**src/rtl/pdint_pkg.sv**
```systemverilog
package pdint_pkg;

    localparam int ADDR_W   = 5;
    localparam int DATA_W   = 16;
    localparam int BYTE_W   = 8;

    localparam logic [ADDR_W-1:0] ADR_BASIC = 5'h00;
    localparam logic [ADDR_W-1:0] ADR_ICTL  = 5'h11;
    localparam logic [ADDR_W-1:0] ADR_ISTS  = 5'h12;

    localparam int SWPD_BIT = 11;

    typedef struct packed {
        logic irq_en;   // bit 1
        logic pin_oe;   // bit 0
    } ictl_t;

    typedef enum logic [1:0] {
        SEL_NONE,
        SEL_BASIC,
        SEL_ICTL,
        SEL_ISTS
    } regsel_e;

    function automatic regsel_e decode(input logic [ADDR_W-1:0] a);
        case (a)
            ADR_BASIC: return SEL_BASIC;
            ADR_ICTL:  return SEL_ICTL;
            ADR_ISTS:  return SEL_ISTS;
            default:   return SEL_NONE;
        endcase
    endfunction

endpackage

```
**src/rtl/pdint_sync.sv**
```systemverilog
module pdint_sync #(
    parameter int   STAGES  = 2,
    parameter logic RST_VAL = 1'b1
) (
    input  logic clk,
    input  logic rst,
    input  logic d,
    output logic q
);
    logic [STAGES-1:0] chain;

    generate
        for (genvar s = 0; s < STAGES; s++) begin : g_stage
            always_ff @(posedge clk) begin
                if (rst) chain[s] <= RST_VAL;
                else if (s == 0) chain[s] <= d;
                else chain[s] <= chain[(s == 0) ? 0 : s-1];
            end
        end
    endgenerate

    assign q = chain[STAGES-1];
endmodule

```
**src/rtl/pdint_regs.sv**
```systemverilog
module pdint_regs
    import pdint_pkg::*;
#(
    parameter int N_SRC = 8
) (
    input  logic              clk,
    input  logic              rst,
    input  logic [ADDR_W-1:0] addr,
    input  logic [DATA_W-1:0] wdata,
    input  logic              wr,
    input  logic              rd,
    input  logic [N_SRC-1:0]  evt,
    output logic [DATA_W-1:0] rdata,
    output logic              sw_pd,
    output ictl_t             ictl,
    output logic [N_SRC-1:0]  mask,
    output logic [N_SRC-1:0]  status
);
    regsel_e    sel;
    logic       sts_clr;
    logic       unused_wbits;

    assign sel          = decode(addr);
    assign sts_clr      = rd && (sel == SEL_ISTS);
    assign unused_wbits = ^wdata;

    always_ff @(posedge clk) begin
        if (rst) begin
            sw_pd  <= 1'b0;
            ictl   <= '0;
            mask   <= '0;
            status <= '0;
        end else begin
            if (wr) begin
                case (sel)
                    SEL_BASIC: sw_pd <= wdata[SWPD_BIT];
                    SEL_ICTL:  ictl  <= ictl_t'(wdata[1:0]);
                    SEL_ISTS:  mask  <= wdata[N_SRC-1:0];
                    default:   ;
                endcase
            end
            status <= (sts_clr ? '0 : status) | (evt & mask);
        end
    end

    always_comb begin
        rdata = '0;
        if (rd) begin
            case (sel)
                SEL_BASIC: rdata[SWPD_BIT] = sw_pd;
                SEL_ICTL:  rdata[1:0] = ictl;
                SEL_ISTS: begin
                    rdata[N_SRC-1:0]        = mask;
                    rdata[BYTE_W +: N_SRC]  = status;
                end
                default:   rdata = '0;
            endcase
        end
    end
endmodule

```
**src/rtl/pdint_pin_logic.sv**
```systemverilog
module pdint_pin_logic
    import pdint_pkg::*;
#(
    parameter int N_SRC = 8
) (
    input  ictl_t            ictl,
    input  logic [N_SRC-1:0] status,
    input  logic             sw_pd,
    input  logic             pad_low_sync,
    output logic             pad_oe,
    output logic             pad_out,
    output logic             pd_req
);
    logic irq_pending;

    assign irq_pending = |status;
    assign pad_oe      = ictl.pin_oe && ictl.irq_en && irq_pending;
    assign pad_out     = !pad_oe;
    assign pd_req      = sw_pd || (!ictl.pin_oe && pad_low_sync);
endmodule

```
**src/rtl/pdint_pin_ctrl.sv**
```systemverilog
module pdint_pin_ctrl
    import pdint_pkg::*;
#(
    parameter int N_SRC       = 8,
    parameter int SYNC_STAGES = 2
) (
    input  logic              clk,
    input  logic              rst,
    input  logic [ADDR_W-1:0] mg_addr,
    input  logic [DATA_W-1:0] mg_wdata,
    input  logic              mg_wr,
    input  logic              mg_rd,
    output logic [DATA_W-1:0] mg_rdata,
    input  logic [N_SRC-1:0]  evt_pulse,
    input  logic              pad_in,
    output logic              pad_oe,
    output logic              pad_out,
    output logic              pd_req
);
    ictl_t            ictl;
    logic             cfg_oe;
    logic             cfg_en;
    logic             cfg_swpd;
    logic [N_SRC-1:0] cfg_mask;
    logic [N_SRC-1:0] sts;
    logic             pad_level_sync;

    pdint_regs #(.N_SRC(N_SRC)) u_regs (
        .clk    (clk),
        .rst    (rst),
        .addr   (mg_addr),
        .wdata  (mg_wdata),
        .wr     (mg_wr),
        .rd     (mg_rd),
        .evt    (evt_pulse),
        .rdata  (mg_rdata),
        .sw_pd  (cfg_swpd),
        .ictl   (ictl),
        .mask   (cfg_mask),
        .status (sts)
    );

    pdint_sync #(.STAGES(SYNC_STAGES), .RST_VAL(1'b1)) u_sync (
        .clk (clk),
        .rst (rst),
        .d   (pad_in),
        .q   (pad_level_sync)
    );

    assign cfg_oe = ictl.pin_oe;
    assign cfg_en = ictl.irq_en;

    pdint_pin_logic #(.N_SRC(N_SRC)) u_pin (
        .ictl         (ictl),
        .status       (sts),
        .sw_pd        (cfg_swpd),
        .pad_low_sync (!pad_level_sync),
        .pad_oe       (pad_oe),
        .pad_out      (pad_out),
        .pd_req       (pd_req)
    );
endmodule

```
**config.mk**
```make
export PLATFORM = sky130hd
export DESIGN_NAME = pdint_pin_ctrl
export DESIGN_NICKNAME = d
export VERILOG_FILES = /design/src/rtl/pdint_pkg.sv /design/src/rtl/pdint_sync.sv /design/src/rtl/pdint_regs.sv /design/src/rtl/pdint_pin_logic.sv /design/src/rtl/pdint_pin_ctrl.sv
export SDC_FILE = /design/constraint.sdc
export NUM_CORES = 1
export LEC_CHECK = 0
export ABC_AREA = 1
export BUFFER_PORTS_ARGS = -buffer_cell sky130_fd_sc_hd__buf_2
export CAP_MARGIN = 40
export CORE_MARGIN = 2
export CORE_UTILIZATION = 44
export DETAILED_ROUTE_END_ITERATION = 10
export HOLD_SLACK_MARGIN = 0.06
export PLACE_DENSITY_LB_ADDON = 0.05
export SYNTH_ARGS = -nofsm -noshare
export SYNTH_HDL_FRONTEND = slang
export SYNTH_HIERARCHICAL = 1
export SYNTH_SLANG_ARGS = --single-unit
```
**constraint.sdc**
```tcl
create_clock -name clk -period 1.2 [get_ports clk]
set_clock_uncertainty 0.15 [all_clocks]
set_input_delay 0.18 -clock clk [delete_from_list [all_inputs] [get_ports clk]]
set_output_delay 0.18 -clock clk [all_outputs]
set_load 0.05 [all_outputs]
```
Word level (Yosys, flattened, before mapping)
Index checks and enable logic that the tools add are counted.
{"block": "op_classes", "div_mod_pow": 0, "n_eq_ne": 5, "n_reduce_logical": 13, "bitwise_logic": 2, "multipliers": 0, "n_mux": 7, "shift": 0, "n_lt_le_gt_ge": 0, "n_addsub": 0}
{"cell": "16-bit two-way mux", "count": 1}
{"cell": "5-bit == test (second input constant)", "count": 2}
{"cell": "9-bit two-way mux", "count": 1}
{"cell": "8-bit bitwise AND", "count": 1}
{"cell": "8-bit two-way mux", "count": 1}
{"cell": "8-bit OR", "count": 1}
{"cell": "8-bit OR reduction", "count": 1}
{"cell": "2-bit one-hot mux with 3 select lines", "count": 1}
{"cell": "2-bit AND reduction", "count": 3}
{"cell": "5-bit zero test", "count": 1}
{"cell": "2-bit == test (second input constant)", "count": 2}
{"cell": "1-bit logical AND", "count": 4}
{"cell": "4-bit two-way mux", "count": 1}
{"cell": "2-bit one-hot mux with 2 select lines", "count": 1}
{"cell": "1-bit zero test", "count": 3}
{"cell": "2-bit by 1-bit == test with 1-bit output (second input constant)", "count": 1}
{"cell": "1-bit one-hot mux with 2 select lines", "count": 1}
{"cell": "1-bit logical OR", "count": 1}
{"block": "totals", "latchBits": 0, "word_cells": 34, "mem_bits_rw": 0, "out_inout_bits": 19, "reg_bits": 21, "mem_count": 0, "romBits": 0}

Logic depth before layout (Yosys ltp)
Gate-level depths: netlist of the first run.
{"block": "depth", "word_depth": 6, "depth_mapped": 7, "ltp_nobuf": 6}

By module
The synthesis of the first run kept the hierarchy.
{"mod": "pdint_regs", "seq_area_each_um2": 380.4, "area_each_um2": 949.7, "cells_per_inst": 145, "n_inst": 1}
{"mod": "pdint_sync", "seq_area_each_um2": 40.0, "area_each_um2": 58.8, "cells_per_inst": 7, "n_inst": 1}
{"mod": "pdint_pin_logic", "seq_area_each_um2": 0.0, "area_each_um2": 55.1, "cells_per_inst": 12, "n_inst": 1}
{"mod": "pdint_pin_ctrl", "seq_area_each_um2": 0.0, "area_each_um2": 3.8, "cells_per_inst": 1, "n_inst": 1}

Worst setup path before layout of the first run
Ideal clock, no wire load.
{"block": "synth_path", "kind": "input to output", "start": "input port mg_addr[3]", "end": "output port mg_rdata[11]", "stages": 4, "arrival_time_ns": 1.443, "n_path_buf": 1, "path_slack_ns": -0.573, "path_cell_list": "nor2_4 nand4_4 buf_2 o22ai_1"}
{"block": "synth_via", "elab_chain_cells": 5}
{"element": "start, declared", "line_no": "pdint_pin_ctrl.sv:9", "text": "input logic [ADDR_W-1:0] mg_addr,"}
{"element": "5-bit == test or 5-bit zero test (tied branches)", "line_no": "pdint_pkg.sv:26", "text": "case (a)"}
{"element": "2-bit one-hot mux with 3 select lines *", "line_no": "pdint_pkg.sv:26"}
{"element": "2-bit == test or 2-bit by 1-bit == test with 1-bit output (tied branches)", "line_no": "pdint_regs.sv:49", "text": "case (sel)"}
{"element": "1-bit one-hot mux with 2 select lines *", "line_no": "pdint_regs.sv:49"}
{"element": "16-bit two-way mux *", "line_no": "pdint_regs.sv:48", "text": "if (rd) begin"}
{"element": "end, declared", "line_no": "pdint_pin_ctrl.sv:13", "text": "output logic [DATA_W-1:0] mg_rdata,"}
Every way passes the cells marked *; elsewhere a longest branch is shown, timed or not.

Worst setup path in the final report of the first run
{"block": "layout_path", "start": "register u_regs.status[6]", "end": "output port pad_out"}
{"block": "layout_via", "elab_chain_cells": 3}
{"element": "start, declared", "line_no": "pdint_regs.sv:17", "text": "output logic [N_SRC-1:0] status"}
{"element": "start signal, assigned", "line_no": "pdint_regs.sv:42", "text": "status <= (sts_clr ? '0 : status) | (evt & mask);"}
{"element": "8-bit OR reduction", "line_no": "pdint_pin_logic.sv:16", "text": "assign irq_pending = |status;"}
{"element": "1-bit logical AND", "line_no": "pdint_pin_logic.sv:17", "text": "assign pad_oe = ictl.pin_oe && ictl.irq_en && irq_pending;"}
{"element": "1-bit zero test", "line_no": "pdint_pin_logic.sv:18", "text": "assign pad_out = !pad_oe;"}
{"element": "end, declared", "line_no": "pdint_pin_ctrl.sv:17", "text": "output logic pad_out,"}
No other way between the ends.

==> results of run 1 <==
==> synth_stat cells <==
| library cell | instances | share of area (%) |
|---|---|---|
| a21oi_1 | 8 | 3.8 |
| buf_2 | 3 | 1.4 |
| buf_6 | 1 | 1.1 |
| clkbuf_8 | 1 | 1.3 |
| dfxtp_1 | 21 | 39 |
| inv_1 | 28 | 9.8 |
| nand2_1 | 44 | 15 |
| nand3_1 | 5 | 2.3 |
| nand4_1 | 1 | 0.59 |
| nand4_4 | 2 | 4.0 |
| nor2_1 | 42 | 15 |
| nor2_2 | 1 | 0.59 |
| nor2_4 | 2 | 2.1 |
| nor3_1 | 1 | 0.47 |
| o21ai_1 | 2 | 0.94 |
| o21bai_1 | 2 | 1.4 |
| o22ai_1 | 1 | 0.59 |
==> cell usage in the layout (no fill, tap or decap) <==
cell,instances
nand2_1,39
buf_6,27
inv_1,23
buf_2,23
nor2_1,23
dlygate4sd3_1,21
nor2_4,21
buf_4,14
dfxtp_1,10
dfxtp_2,9
a21oi_1,7
buf_8,5
inv_2,5
nand3_1,5
clkbuf_4,3
nand2_4,3
o21bai_4,2
nand4_4,2
o21ai_4,2
nand2_2,2
dfxtp_4,2
clkbuf_1,1
clkbuf_16,1
o22ai_4,1
nor2_2,1
nor3_1,1
a21oi_2,1
nand4_1,1
buf_12,1
==> routing by layer <==
metal / track usage, % / vias up / share of wire, %
li1: - / 676 / -
met1: 29.6 / 795 / 29
met2: 55.3 / 202 / 47
met3: 4.80 / 85 / 12
met4: 15.0 / 0 / 12
met5: 0 / - / 0
==> worst paths after layout <==
path / cells past startpoint / slack [ns] / start / endpoint
hold reg to reg: 2 / 0.34 / u_regs/mask[6] / u_regs/status[6]
hold / removal: 4 / 0.15 / mg_wr / u_regs/ictl[1]
setup reg to reg: 4 / 0.10 / u_regs/status[3] / u_regs/status[3]
setup / recovery: 4 / -0.37 / u_regs/status[6] / pad_out
==> cell type report <==
cell class	instances	area, um2
Multi-Input combinational cell	111	734
Tap cell	28	35.0
Inverter	28	105
Fill cell	34	60.1
Timing Repair Buffer	92	855
Sequential cell	21	439
Clock buffer	4	26.3
==> logic make-up (layout without fill, tap and decap cells) <==
| family | after synthesis | after routing |
|---|---|---|
| AO/OA/AOI/OAI | 13 | 13 |
| buffers and inverters | 33 | 124 |
| flip-flops | 21 | 21 |
| AND/OR/NAND/NOR | 98 | 98 |
==> repair_timing <==
action	CTS	global route
pin swaps	11	3
hold buffers	19	3
cloned	1	0
setup buffers	5	3
hold endpoints to repair	21	1
endpoints found under the setup margin	19	23
resized for setup	69	27
==> critical path, cell delays in order (launching register included) <==
cell and delay (ns):
dfxtp_2 0.36, nor2_4 0.14, nand2_4 0.09, o21bai_4 0.15, buf_6 0.17
==> state kept, by name, summed over array words and instances, names as in the netlist <==
name	count
u_regs/ictl	2
u_sync/q	1
u_sync/chain	1
u_regs/sw_pd	1
u_regs/status	8
u_regs/mask	8
==> stage by stage <==
stage          hold WS, ns  area, um2
6_report             0.147       2190
5_1_grt              0.138       2190
4_1_cts             0.0756       2060
3_5_place_dp         0.206       1580
3_3_place_gp         0.200       1580
2_1_floorplan        0.115       1240
==> power by group through the flow <==
stage / Clock, W / Sequential [W] / Combinational (W)
global placement: 0 / 0.000727 / 0.000148
floorplan: 0 / 0.000727 / 0.0000752
detailed placement: 0 / 0.000728 / 0.000153
CTS: 0.000345 / 0.000713 / 0.000223
finish: 0.000363 / 0.000713 / 0.000283
global route: 0.000399 / 0.000714 / 0.000291
==> impl_metrics.ini, run 1 <==
[clock_tree]
insertion_delay_ns = 0.32
cts_buffer_depth = 2
cts-root-buf = clkbuf_4
path_clk_slew_ns = 0.12
cts_htree_levels = 1
cts_tree = done
cts_inserted_buffers = 3
cts_sinks = 21

[global_routing]
grtUsageTotal_pct = 29.0
grt_max_degree = 17
grt_pass1_wl_mm = 5.81
antenna_found_initial = 0
grt_overflow = 0
first_global_vias = 1362

[power_and_ir_drop]
switching_share_pct = 28.7
intPower_w = 0.000969
p_clk_share_pct = 26.7
seqPwrFrac_pct = 52.5
p_comb_share_pct = 20.9
power_density_mw_per_mm2 = 619
p_leak_nw = 0.991
p_total_w = 0.00136
p_switching_w = 0.000389
max-vdd-ir-drop_mv = 1.00

[critical_path]
cp_max_fo = 2
cp-end-kind = output port
cp.arrival_ns = 1.24
crit_required_ns = 0.87
crit_path_start_kind = flop
crit_type = reg -> out

[timing]
setup_ws_ns = -0.372
hold_violations = 0
max_freq_mhz = 636
fin_crit_sh_pct = 131
worst_pin_slew_ns = 0.396
rsz0062_at_grt = yes
maxSlewHeadroom_pct = 73.6
drv_slew = 0
tns_ns = -5.91
fin_crit_ns = 1.57
setup_viol_count_final = 27

[floorplanning]
io_pins = 53
start_util_pct = 47.3
rows = 17
core-area_mm2 = 0.00225
dieArea_mm2 = 0.00284
die_y_um = 53.3
chipWidth_um = 53.3

[routing]
via_count = 1758
drc_errors = 0
final_antenna_net_count = 0
wl_per_cell_um = 23.3
drt-total-wl_mm = 6.63
viasPerCell = 6.19
dr.pass1.iters = 5
drt_iter0_drc = 147

[finish]
nNetsFinal = 291
drive_gt1_share_pct = 48.8
fin_cells = 284
final_util_pct = 97.3
syn2layout_area_growth_pct = 106
antennaDiodeCount = 0

[run]
maxCapViolCount = 0

[synth]
synthMuxAreaShare_pct = 0
syn_area_per_cell_um2 = 6.47
synth_warnings = 6
ys_ff_latch = 21
syn-cell-area_mm2 = 0.00107
syn-num-nets = 199
synth_cells = 165
synth_compound_area_share_pct = 6.68
ys_types = 17
synth-simple-area-share_pct = 40.3
synth_top_family_by_area = simple AND/OR/NAND/NOR gates
synthAdderAreaFrac_pct = 0
synth_xor_area_share_pct = 0
yosysSeqAreaShare_pct = 39.4

[placement]
place_ws_ns = -0.444
dpl.cell_count = 250
port_buffers = 45
dp_hpwl_mm = 2.03
gp_congestion = 0.787

[hold_path]
min_path_type = in -> reg

[outcome]
status = finished, violations left
failed_checks = negative setup slack
No activity file was read; power rests on OpenSTA's default activity.
==> inputs of run 2 (changes only) <==
--- a/config.mk
+++ b/config.mk
@@ -15,5 +15,4 @@
 export PLACE_DENSITY_LB_ADDON = 0.05
 export SYNTH_ARGS = -nofsm -noshare
 export SYNTH_HDL_FRONTEND = slang
-export SYNTH_HIERARCHICAL = 1
 export SYNTH_SLANG_ARGS = --single-unit
==> impl_metrics.ini, run 2 <==
[outcome]
status = stopped before the end
lastStage = 5_1_grt
stop_error = [ERROR DPL-0038] Utilization greater than 100%, impossible to legalize

[clock_tree]
cts_buffer_depth = 2
cts-root-buf = clkbuf_4
cts_htree_levels = 1
cts_inserted_buffers = 3
cts_sinks = 21

[synth]
synth.top_cell.area_share_pct = 40.7
synthArstFlopShare_pct = 0
synth_warnings = 0
syn-num-nets = 190
synth_area_leaders = dfxtp_1 41%, nand2_1 15%, nor2_1 14%
synth_cells = 156
ys_types = 18
synthMostInstantiatedCell = nand2_1
synth_edf_count = 0
yosysSeqAreaShare_pct = 40.7
ys.flop_type = dfxtp_1
syn-cell-area_mm2 = 0.00103
synthTopCellsByCount = 40 x nand2_1, 39 x nor2_1, 24 x inv_1, 21 x dfxtp_1, 8 x a21oi_1
syn_area_per_cell_um2 = 6.62
ys_ff_latch = 21
yosys.area.top_type = dfxtp_1

[floorplanning]
io_pins = 53
die_y_um = 52.5
chipWidth_um = 52.5
start_util_pct = 46.7
rows = 17

[placement]
dp_hpwl_mm = 1.93
port_buffers = 45
dpl.cell_count = 243
gp_congestion = 0.848
post_dp_cell_area_mm2 = 0.00157

[timing]
worstEndpointType = primary output
crit_endpoint = pad_out

[global_routing]
grt_max_degree = 17
[run 2: cell families after synthesis]
family                 Yosys count  synth area share, %
AND/OR/NAND/NOR                 94                 40.9
buffers and inverters           29                 12.5
AO/OA/AOI/OAI                   12                 5.93
flip-flops                      21                 40.7
[run 2: what timing repair did]
action	4_1_cts
hold endpoints to repair	19
buffers inserted	8
gates cloned	1
setup endpoints to repair	19
resized for setup	80
pin swaps	16
hold buffers	20
[run 2: through the flow]
step           setup slack [ns]  utilization, %
4_1_cts                  -0.338            95.2
3_5_place_dp             -0.322            70.9
3_3_place_gp             -0.306            70.9
2_1_floorplan            -0.237               -
==> inputs of run 3 (changes only) <==
--- a/config.mk
+++ b/config.mk
@@ -8,11 +8,10 @@
 export ABC_AREA = 1
 export BUFFER_PORTS_ARGS = -buffer_cell sky130_fd_sc_hd__buf_2
 export CAP_MARGIN = 40
-export CORE_MARGIN = 2
-export CORE_UTILIZATION = 44
+export CORE_AREA = 2 2 63 65
 export DETAILED_ROUTE_END_ITERATION = 10
-export HOLD_SLACK_MARGIN = 0.06
-export PLACE_DENSITY_LB_ADDON = 0.05
+export DIE_AREA = 0 0 65 67
+export PLACE_DENSITY_LB_ADDON = 0.15
 export SYNTH_ARGS = -nofsm -noshare
 export SYNTH_HDL_FRONTEND = slang
 export SYNTH_SLANG_ARGS = --single-unit
==> impl_metrics.ini, run 3 <==
[critical_path]
crit_chain = inv_2, nand4_1, nor2_2, nor2_4, inv_2, buf_8
crit_type = reg -> out
cp-end-kind = output port
path_buf_inv = 3
rrSetupSlack_ns = 0.35
critPathMostFrequentCell = inv_2
cp_max_fo = 2
r2r_end = u_regs.mask[0]
crit_cells = 6
crit_required_ns = 0.87
worst-r2r-cell-count = 4
cp.arrival_ns = 1.14
r2r-start = u_regs.mask[0]
path_delay_family = flip-flops
crit_path_start_kind = flop
slowest_delay_ns = 0.33
critPathSlowestCell = dfxtp_2

[finish]
reg.largest.list = u_regs.mask x8, u_regs.status x8, u_regs.ictl x2
layout_common_cells = 39 x nand2_1, 23 x nor2_1, 23 x buf_6
stdcell_area_mm2 = 0.00192
nNetsFinal = 265
syn2layout_area_growth_pct = 85.8
antennaDiodeCount = 0
drive_gt1_share_pct = 49.6
final_common_cell = nand2_1

[timing]
fin_crit_sh_pct = 123
holdWs_ns = 0.00663
maxSlewHeadroom_pct = 75.7
drv_slew = 0
setup_viol_count_final = 19
max_freq_mhz = 680
hold_violations = 0
setup_ws_ns = -0.271
fin_crit_ns = 1.47
rsz0062_at_grt = yes
worst_pin_slew_ns = 0.364

[global_routing]
first_global_vias = 1140
grtUsageTotal_pct = 14.9
antenna_found_initial = 0
grt_max_degree = 17
grt_pass1_wl_mm = 5.00
grt_overflow = 0

[synth]
ys.flop_type = dfxtp_1
synthArstFlopShare_pct = 0
syn_area_per_cell_um2 = 6.62
synthTopCellsByCount = 40 x nand2_1, 39 x nor2_1, 24 x inv_1, 21 x dfxtp_1, 8 x a21oi_1
ys_ff_latch = 21
yosys.area.top_type = dfxtp_1
synth_warnings = 0
synth_cells = 156
synth_edf_count = 0
ys_types = 18
synthMostInstantiatedCell = nand2_1
synth_area_leaders = dfxtp_1 41%, nand2_1 15%, nor2_1 14%
synth.top_cell.area_share_pct = 40.7
yosysSeqAreaShare_pct = 40.7
syn-cell-area_mm2 = 0.00103
syn-num-nets = 190

[placement]
post_dp_cell_area_mm2 = 0.00159
gp_congestion = 0.829
port_buffers = 45
dp_hpwl_mm = 2.19

[clock_tree]
insertion_delay_ns = 0.25
cts-root-buf = clkbuf_8
cts_htree_levels = 1
cts_tree = done
path_clk_slew_ns = 0.07
cts_inserted_buffers = 3
cts_buffer_depth = 2
cts_sinks = 21

[hold_path]
hp-start = mg_wdata[11]
min_path_type = in -> reg
holdPathStages = 3
min_to = u_regs.sw_pd

[floorplanning]
core-area_mm2 = 0.00361
chipWidth_um = 65
dieArea_mm2 = 0.00436
die_y_um = 67
start_util_pct = 28.7
rows = 22
io_pins = 53

[power_and_ir_drop]
power_density_mw_per_mm2 = 704
p_leak_nw = 0.845
max-vdd-ir-drop_mv = 0.547
p_total_w = 0.00135

[routing]
viasPerCell = 4.24
wl_per_cell_um = 10.6
final_antenna_net_count = 0
drc_errors = 0
drt-total-wl_mm = 2.94
via_count = 1179
drt_iter0_drc = 38
dr.pass1.iters = 4

[outcome]
failed_checks = negative setup slack
status = finished, violations left

[run]
maxCapViolCount = 0
## run 3: cell counts after synthesis
Identical to the previous run, type by type.
## run 3: cells by family after synthesis
logic type	after synthesis	share of synthesized area, %
and+or+nand+nor	94	40.9
buffers and inverters	29	12.5
DFF	21	40.7
AOI/OAI and AO/OA	12	5.93
## run 3: worst min-delay path: stages
cell	delay, ns
buf_2	0.08
nor2_1	0.04
nor2_1	0.08
## run 3: layer usage
layer  wire (um)  global-route usage [%]
met1        1310                    19.3
met5           0                       0
met4          29                    4.79
met2        1510                    24.9
met3          90                    2.53
## run 3: repair_timing
action / in CTS / in global routing
resized for setup: 58 / 7
endpoints found under the hold margin: 6 / 0
setup buffers: 3 / 1
gates cloned: 1 / 0
endpoints found under the setup margin: 19 / 19
pin swaps: 8 / 8
hold buffers: 6 / 0
## run 3: layout make-up
type	count	area, um2
repair buffers	75	659
inverters	24	90.1
multi-input cells	106	637
clock buffers	4	45.0
flip-flops and latches	21	429
well taps	48	60.1
fillers	371	1690
## run 3: how the worst max path moves through the flow
stage | start | endpoint | slack (ns)
4_1_cts | u_regs.status[6] | pad_out | -0.29
2_1_floorplan | u_regs.status[0] | pad_out | -0.24
6_report | u_regs.status[3] | pad_out | -0.27
3_3_place_gp | mg_addr[3] | mg_rdata[0] | -0.35
3_5_place_dp | mg_addr[3] | mg_rdata[0] | -0.38
5_1_grt | u_regs.status[1] | pad_out | -0.37
## run 3: stage by stage
stage                     setup WS (ns)  cells  setup TNS [ns]  utilization, %
after floorplan                  -0.237    156           -2.07               -
after global placement           -0.346    263           -6.58            44.2
after detailed placement         -0.375    263           -7.41            44.2
after CTS                        -0.294    277           -4.25            52.9
after global routing             -0.372    278           -4.80            53.3
final                            -0.271    278           -3.81            53.3
## run 3: power by group
part / switching (W) / leakage [nW] / internal, W
Combinational: 0.0000938 / 0.649 / 0.0000984
Clock: 0.000211 / 0.0228 / 0.000236
Sequential: 0.00000508 / 0.173 / 0.000707
Total: 0.000310 / 0.845 / 0.00104
